--- config.mk ---
export PLATFORM = sky130hd
export DESIGN_NAME = useq_slice
export DESIGN_NICKNAME = d
export VERILOG_FILES = /design/src/rtl/useq_pkg.sv /design/src/rtl/useq_incr.sv /design/src/rtl/useq_stack.sv /design/src/rtl/useq_nextaddr.sv /design/src/rtl/useq_slice.sv
export SDC_FILE = /design/constraint.sdc
export NUM_CORES = 1
export LEC_CHECK = 0
export BUFFER_PORTS_ARGS = -buffer_cell sky130_fd_sc_hd__buf_2
export CORE_ASPECT_RATIO = 0.6
export CORE_MARGIN = 4
export CORE_UTILIZATION = 30
export DETAILED_ROUTE_END_ITERATION = 7
export MAX_ROUTING_LAYER = met4
export PLACE_DENSITY = 0.5
export SYNTH_ARGS = -nofsm -noshare
export SYNTH_HDL_FRONTEND = slang
export SYNTH_HIERARCHICAL = 1
export SYNTH_SLANG_ARGS = --single-unit
--- constraint.sdc ---
create_clock -name clk -period 3.3 [get_ports clk]
set_input_delay 0.33 -clock clk [delete_from_list [all_inputs] [get_ports clk]]
set_output_delay 0.33 -clock clk [all_outputs]
set_load 0.05 [all_outputs]
--- src/rtl/useq_pkg.sv ---
package useq_pkg;

    typedef enum logic [4:0] {
        OP_CONT     = 5'd0,
        OP_JMP_NA   = 5'd1,
        OP_JMP_IR   = 5'd2,
        OP_BR_SAVE  = 5'd3,
        OP_REPEAT   = 5'd4,
        OP_LOOP     = 5'd5,
        OP_CALL     = 5'd6,
        OP_RET      = 5'd7,
        OP_BR_STAT  = 5'd8,
        OP_LD_IR    = 5'd9,
        OP_LD_ST_NA = 5'd10,
        OP_LD_ST_IB = 5'd11,
        OP_WR_BIT   = 5'd12,
        OP_INC_RPT  = 5'd13,
        OP_JMP_ST   = 5'd14,
        OP_JMP_IB   = 5'd15,
        OP_HOLD     = 5'd16
    } useq_op_e;

    typedef enum logic [2:0] {
        SRC_INC,
        SRC_NA,
        SRC_IR,
        SRC_RPT,
        SRC_STK,
        SRC_ST,
        SRC_IB,
        SRC_HOLD
    } addr_src_e;

    typedef enum logic [1:0] {
        RPT_KEEP,
        RPT_SAVE,
        RPT_DEC,
        RPT_INC
    } rpt_act_e;

    typedef enum logic [1:0] {
        ST_KEEP,
        ST_LD_NA,
        ST_LD_IB,
        ST_WRBIT
    } st_act_e;

    typedef struct packed {
        addr_src_e src;
        rpt_act_e  rpt;
        st_act_e   st;
        logic      ir_ld;
        logic      push;
        logic      pop;
    } useq_ctl_t;

endpackage

--- src/rtl/useq_incr.sv ---
module useq_incr #(
    parameter int W = 4
) (
    input  logic [W-1:0] a,
    input  logic         cin,
    output logic [W-1:0] sum,
    output logic         cout
);
    // Carry chain of one slice; cout feeds the next slice's cin.
    always_comb begin
        {cout, sum} = {1'b0, a} + {{W{1'b0}}, cin};
    end
endmodule

--- src/rtl/useq_stack.sv ---
module useq_stack #(
    parameter int W     = 4,
    parameter int DEPTH = 4
) (
    input  logic         clk,
    input  logic         rst,
    input  logic         push,
    input  logic         pop,
    input  logic [W-1:0] din,
    output logic [W-1:0] top,
    output logic         full
);
    logic [W-1:0] word_q [DEPTH];

    // Shift structure: word 0 is the top, word DEPTH-1 the deepest.
    for (genvar i = 0; i < DEPTH; i++) begin : g_lvl
        logic [W-1:0] from_above;
        logic [W-1:0] from_below;

        if (i == 0) begin : g_top
            assign from_above = din;
        end else begin : g_mid
            assign from_above = word_q[i-1];
        end

        if (i == DEPTH - 1) begin : g_deep
            assign from_below = '0;
        end else begin : g_up
            assign from_below = word_q[i+1];
        end

        always_ff @(posedge clk) begin
            if (rst) begin
                word_q[i] <= '0;
            end else if (push) begin
                word_q[i] <= from_above;
            end else if (pop) begin
                word_q[i] <= from_below;
            end
        end
    end

    assign top  = word_q[0];
    assign full = |word_q[DEPTH-1];
endmodule

--- src/rtl/useq_nextaddr.sv ---
module useq_nextaddr
    import useq_pkg::*;
(
    input  logic [4:0] op,
    input  logic       stat_bit,
    input  logic       rpt_nz,
    output useq_ctl_t  ctl
);
    always_comb begin
        ctl       = '0;
        ctl.src   = SRC_INC;
        ctl.rpt   = RPT_KEEP;
        ctl.st    = ST_KEEP;
        unique case (op)
            OP_JMP_NA:   ctl.src = SRC_NA;
            OP_JMP_IR:   ctl.src = SRC_IR;
            OP_BR_SAVE: begin
                ctl.src = SRC_NA;
                ctl.rpt = RPT_SAVE;
            end
            OP_REPEAT:   ctl.src = SRC_RPT;
            OP_LOOP: begin
                if (rpt_nz) begin
                    ctl.src = SRC_NA;
                    ctl.rpt = RPT_DEC;
                end
            end
            OP_CALL: begin
                ctl.src  = SRC_NA;
                ctl.push = 1'b1;
            end
            OP_RET: begin
                ctl.src = SRC_STK;
                ctl.pop = 1'b1;
            end
            OP_BR_STAT:  ctl.src = stat_bit ? SRC_NA : SRC_INC;
            OP_LD_IR:    ctl.ir_ld = 1'b1;
            OP_LD_ST_NA: ctl.st = ST_LD_NA;
            OP_LD_ST_IB: ctl.st = ST_LD_IB;
            OP_WR_BIT:   ctl.st = ST_WRBIT;
            OP_INC_RPT:  ctl.rpt = RPT_INC;
            OP_JMP_ST:   ctl.src = SRC_ST;
            OP_JMP_IB:   ctl.src = SRC_IB;
            OP_HOLD:     ctl.src = SRC_HOLD;
            default:     ctl.src = SRC_INC;
        endcase
    end
endmodule

--- src/rtl/useq_slice.sv ---
module useq_slice
    import useq_pkg::*;
#(
    parameter int ADDR_W    = 4,
    parameter int STK_DEPTH = 4,
    localparam int SEL_W    = $clog2(ADDR_W)
) (
    input  logic              clk,
    input  logic              rst,
    input  logic [4:0]        op_in,
    input  logic [ADDR_W-1:0] na_in,
    input  logic [ADDR_W-1:0] ibus_in,
    input  logic              din_in,
    input  logic [SEL_W-1:0]  sel_in,
    input  logic              cin,
    output logic [ADDR_W-1:0] addr_out,
    output logic [ADDR_W-1:0] obus_out,
    output logic              cout,
    output logic              stk_full
);
    logic [ADDR_W-1:0] addr_q, rpt_q, ir_q, st_q;
    logic [ADDR_W-1:0] addr_inc, stk_top, addr_nxt;
    useq_ctl_t         ctl;

    useq_incr #(.W(ADDR_W)) u_ainc (
        .a    (addr_q),
        .cin  (cin),
        .sum  (addr_inc),
        .cout (cout)
    );

    useq_nextaddr u_dec (
        .op       (op_in),
        .stat_bit (st_q[sel_in]),
        .rpt_nz   (|rpt_q),
        .ctl      (ctl)
    );

    useq_stack #(.W(ADDR_W), .DEPTH(STK_DEPTH)) u_stk (
        .clk  (clk),
        .rst  (rst),
        .push (ctl.push),
        .pop  (ctl.pop),
        .din  (addr_inc),
        .top  (stk_top),
        .full (stk_full)
    );

    always_comb begin
        unique case (ctl.src)
            SRC_INC:  addr_nxt = addr_inc;
            SRC_NA:   addr_nxt = na_in;
            SRC_IR:   addr_nxt = ir_q;
            SRC_RPT:  addr_nxt = rpt_q;
            SRC_STK:  addr_nxt = stk_top;
            SRC_ST:   addr_nxt = st_q;
            SRC_IB:   addr_nxt = ibus_in;
            SRC_HOLD: addr_nxt = addr_q;
            default:  addr_nxt = addr_inc;
        endcase
    end

    always_ff @(posedge clk) begin
        if (rst) begin
            addr_q <= '0;
            rpt_q  <= '0;
            ir_q   <= '0;
            st_q   <= '0;
        end else begin
            addr_q <= addr_nxt;
            if (ctl.ir_ld) begin
                ir_q <= ibus_in;
            end
            unique case (ctl.rpt)
                RPT_SAVE: rpt_q <= addr_q;
                RPT_DEC:  rpt_q <= rpt_q - ADDR_W'(1);
                RPT_INC:  rpt_q <= rpt_q + ADDR_W'(cin);
                default:  rpt_q <= rpt_q;
            endcase
            unique case (ctl.st)
                ST_LD_NA: st_q <= na_in;
                ST_LD_IB: st_q <= ibus_in;
                ST_WRBIT: st_q[sel_in] <= din_in;
                default:  st_q <= st_q;
            endcase
        end
    end

    assign addr_out = addr_q;
    assign obus_out = rpt_q;
endmodule

After elaboration in Yosys (flattened, before gate mapping)
Memories as Yosys holds them, arrays and structs flattened.
Index checks and enable logic that the tools add are counted.
{ "op_classes": {"n_addsub": 3, "mux": 33, "eq_ne": 29, "bitwise_logic": 8, "reduce_logical": 7, "order_cmp": 2} }
{ "op_table": {"columns": ["operator", "count"], "rows": [
  ["$eq 5x4->1 const B", 8],
  ["$mux 4", 8],
  ["$pmux 4 s7", 1],
  ["$pmux 3 s9", 1],
  ["$pmux 4 s3", 2],
  ["$eq 5x3->1 const B", 4],
  ["$mux 1", 15],
  ["$eq 3x3->1 const B", 4],
  ["$pmux 2 s3", 2],
  ["$eq 5x2->1 const B", 2],
  ["$eq 2x2->1 const B", 4],
  ["$or 1x1->1", 8],
  ["$reduce_or 4->1", 2],
  ["$eq 3x2->1 const B", 2],
  ["$reduce_bool 3->1", 2],
  ["$add 4x1->5", 1],
  ["$eq 5x1->1 const B", 1],
  ["$eq 5x5->1 const B", 1],
  ["$add 4x1->4", 1],
  ["$bwmux 4", 1],
  ["$eq 2x1->1 const B", 2],
  ["$sub 4x1->4 const B", 1],
  ["$eq 3x1->1 const B", 1],
  ["$logic_not 3->1", 1],
  ["other kinds (7)", 7]
]} }
{ "totals": {"ff_bits": 16, "ram_bits": 16, "n_memories": 1, "output_inout_bits": 10} }
{ "memory_table": {"columns": ["memory", "words", "width", "read_ports", "rd_ports_with_merged_regs", "wr", "line", "text"], "rows": [
  ["u_stk.word_q", 4, 4, 4, 0, 4, "useq_stack.sv:13", "logic [W-1:0] word_q [DEPTH];"]
]} }

Longest topological paths before layout
{ "logic_depth": {"depth_word": 7, "ltp_mapped": 12, "ltp_nobuf": 10} }

By module
Netlist, hierarchy kept.
{ "by_module_without_submodules": {"columns": ["module", "instances", "seq_area_each_um2", "cells_each", "area_per_inst_um2"], "rows": [
  ["useq_slice", 1, 320.3, 148, 1228.7],
  ["useq_stack", 1, 480.5, 42, 701.9],
  ["useq_nextaddr", 1, 0.0, 39, 275.3],
  ["useq_incr", 1, 0.0, 6, 60.1]
]} }

Worst setup path before layout
OpenSTA, ideal clock, no wires.
{ "synth_path": {"path_kind": "register to register", "startpoint": "reg rpt_q[1] (netlist: obus_out[1])", "endpoint": "reg rpt_q[2] (netlist: obus_out[2])", "required_time_ps": 3214, "path_slack_ps": 524, "synth_period_minus_slack_ps": 2776, "stages_incl_launch_ff": 11, "t_arrival_ps": 2691, "cell_sequence": "dfxtp_1 > or4_1 > nor2_1 > nor4b_2 > buf_2 > nand2_1 > or2_2 > ha_1 > fa_1 > xnor2_1 > a211oi_1"} }
{ "synth_rtl": {"columns": ["item", "line", "text"], "rows": [
  ["start: declaration", "useq_slice.sv:21", "logic [ADDR_W-1:0] addr_q, rpt_q, ir_q, st_q;"],
  ["start signal: assignment", "useq_slice.sv:75", "RPT_SAVE: rpt_q <= addr_q;"],
  ["start signal: assignment", "useq_slice.sv:76", "RPT_DEC: rpt_q <= rpt_q - ADDR_W'(1);"],
  ["start signal: assignment", "useq_slice.sv:77", "RPT_INC: rpt_q <= rpt_q + ADDR_W'(cin);"]
]} }

==> metrics.md <==
| Metric | Value |
|---|---|
| Die Y-Extent | `75.32 µm` |
| Via count | `1,867` |
| Hpwl dp | `4.442 mm` |
| Pins over their slew limit | `0` |
| Worst Tran Pin Value | `824.3 ps` |
| Most frequent cells in the layout | `buf_2, nor2_1, dfxtp_1, edfxtp_1, o21ai_0` |
| Max Fclk | `372.5 MHz` |
| Routed WL per cell | `16.36 µm` |
| Placer Congestion | `0.7814` |
| Drt drc | `0` |
| Pwr/cell area | `462.9 nW/µm²` |
| Finished Layout Cells | `363` |
| Commonest non-fill, non-tap cell in the layout | `buf_2` |
| Total CTS buffers | `5` |
| Core Region | `7297 µm²` |
| Final period utilization | `0.8135` |
| Via density | `5.143` |
| Number of setup buffers added after CTS | `0` |
| Clock root buffer | `clkbuf_16` |
| Vias in the first global route | `1,737` |
| Worst Path Required | `3450 ps` |
| Die ar. | `9053 µm²` |
| Netlist cell types | `65` |
| Final Util | `0.3560` |
| Max-cap violations | `0` |
| Setup crit start kind | `register` |
| Rel. slew slack | `0.4488` |
| CTS Hold Buffers Added | `0` |
| Pwr Total | `1.202 mW` |
| Io pins | `29` |
| Register area share after synthesis | `0.3534` |
| Worst setup path class | `reg2reg` |
| Lkg Pwr | `0.9929 nW` |
| Starting Density | `0.3105` |
| Nets | `283` |
| Final Skew | `6.023 ps` |
| Syn_nets | `260` |
| Cells after Synth | `235` |
| Die width | `120.2 µm` |
| Number of DRC markers in iteration 0 | `79` |
| Endpoints failing setup | `0` |
| H-tree level count | `2` |
| CTS Sinks | `32` |
| Initial antenna violation count | `0` |
| First-pass GRT wire length | `9.715 mm` |
| Number of cells in the design after placement | `355` |
| Ys flop type | `edfxtp_1` |
| GR Util All Layers | `0.1446` |
| Syn Std Cell Area | `2266 µm²` |
| CTS tree | `yes` |
| Arr. time, crit path | `2840 ps` |
| Clk slew on worst S/H paths | `60 ps` |
| # diodes | `0` |
| Post-Route WL | `5.938 mm` |
| Worst skew pair latency | `280 ps` |
| Row cnt | `24` |
| Setup crit end kind | `register` |
| Seq cells post-synth | `32` |
| Status | `finished clean` |
| Post-CTS sizing | `0` |
| Async SR Flop Fraction | `0` |
| Setup TNS | `0 ps` |
| Grt total ovfl | `0` |
| Port Buf Inserts | `28` |
| Crit-path max FO | `8` |
| Layout cell share with drive strength beyond 1 | `0.2394` |
| EDFF count, synth | `16` |
| Avg Cell Area, Syn | `9.642 µm²` |
| Hold/Removal Path Class | `in2reg` |
| Largest net degree at the start of global routing | `22` |
| Synth warn | `6` |
| Final ANT Viol Nets | `0` |
| Unrepaired setup endpoints after global routing | `no` |
| Endpoints failing hold | `0` |
| First-pass DRT Iterations | `6` |
| Area delta synth->final | `14.63%` |
| Final min period | `2685 ps` |
| Max Buffers Root-to-Sink | `2` |
| Peak supply drop | `291.7 µV` |
[area by class of cell]
cell class,count,area [µm²]
Clock buffer,6,128.9
Clock inverter,2,35.03
Fill cell,758,4700
Inverter,10,37.54
Multi-Input combinational cell,173,1265
Sequential cell,32,800.8
Tap cell,104,130.1
Timing Repair Buffer,36,200.2
[cell families after synthesis]
kind of cell | Yosys count | share of synthesized area
flops | 32 | 0.3534
simple gates | 78 | 0.2071
buf+inv | 30 | 0.08834
fa+ha+maj | 6 | 0.03644
mux | 13 | 0.06461
compound gates | 71 | 0.2308
xor+xnor | 5 | 0.01933
[cell usage after synthesis (all sizes together) (3+ instances only)]
cell type	count	share of area
mux2i	9	0.040
or3	3	0.0088
a211o	4	0.015
nor2b	5	0.015
nand3b	4	0.013
nor2	16	0.027
nor4b	3	0.017
o21ai	14	0.031
edfxtp	16	0.21
o22ai	4	0.011
nand2	12	0.024
and3	3	0.0088
o31ai	4	0.013
a211oi	9	0.034
ha	5	0.028
a21oi	11	0.024
nor3	8	0.018
nand3	5	0.013
clkbuf	6	0.0099
buf	14	0.062
and2	4	0.011
a32o	12	0.054
nor3b	3	0.0099
xnor2	3	0.012
dfxtp	16	0.14
mux2	3	0.015
inv	10	0.017
[state kept, by name, summed over array words and instances, names as in the netlist]
register / cells
addr_out: 4
st_q: 4
obus_out: 4
ir_q: 4
u_stk/word_q: 16
[final timing paths]
path	startpoint	endpoint	slack, ps	depth (start not counted)
max reg2reg	obus_out[3]$_SDFFE_PP0P_	addr_out[0]$_SDFFE_PP0P_	620	8
min reg2reg	ir_q[3]$_SDFFE_PP0P_	ir_q[3]$_SDFFE_PP0P_	500	2
min	ibus_in[1]	ir_q[1]$_SDFFE_PP0P_	320	3
max	obus_out[3]$_SDFFE_PP0P_	addr_out[0]$_SDFFE_PP0P_	620	8
[power breakdown]
group	switching, mW	total [mW]	internal, mW	leakage, nW
Combinational	0.134	0.212	0.0781	0.615
Sequential	0.0253	0.464	0.439	0.297
Clock	0.171	0.526	0.355	0.0808
[per-stage QoR]
step	setup slack (ps)	instance area, µm²	hold WS [ps]
after floorplan	523.6	2266	460.8
after detailed placement	623.2	2434	488.9
after global routing	452.8	2597	364.5
after CTS	614.9	2597	319.2
final	615.3	2597	321.7
after global placement	658.9	2434	482.4
[per-layer routing]
| layer | vias to the layer above | routed length (µm) | share of wire | GRT usage |
|---|---|---|---|---|
| met5 | - | 0 | 0 | - |
| met2 | 48 | 2053 | 0.35 | 0.1573 |
| met1 | 873 | 3443 | 0.58 | 0.2386 |
| li1 | 941 | - | - | - |
| met4 | 0 | 25 | 0.0042 | 0.02284 |
| met3 | 5 | 416 | 0.070 | 0.04822 |
[critical path, cell delays in order (launching register included)]
cell,delay (ps)
dfxtp_1,380
or4_1,570
and4bb_1,220
a211oi_2,180
o32ai_1,220
buf_4,230
or3_2,500
o21ai_0,180
o31ai_1,80
No activity file was read; power rests on OpenSTA's default activity.
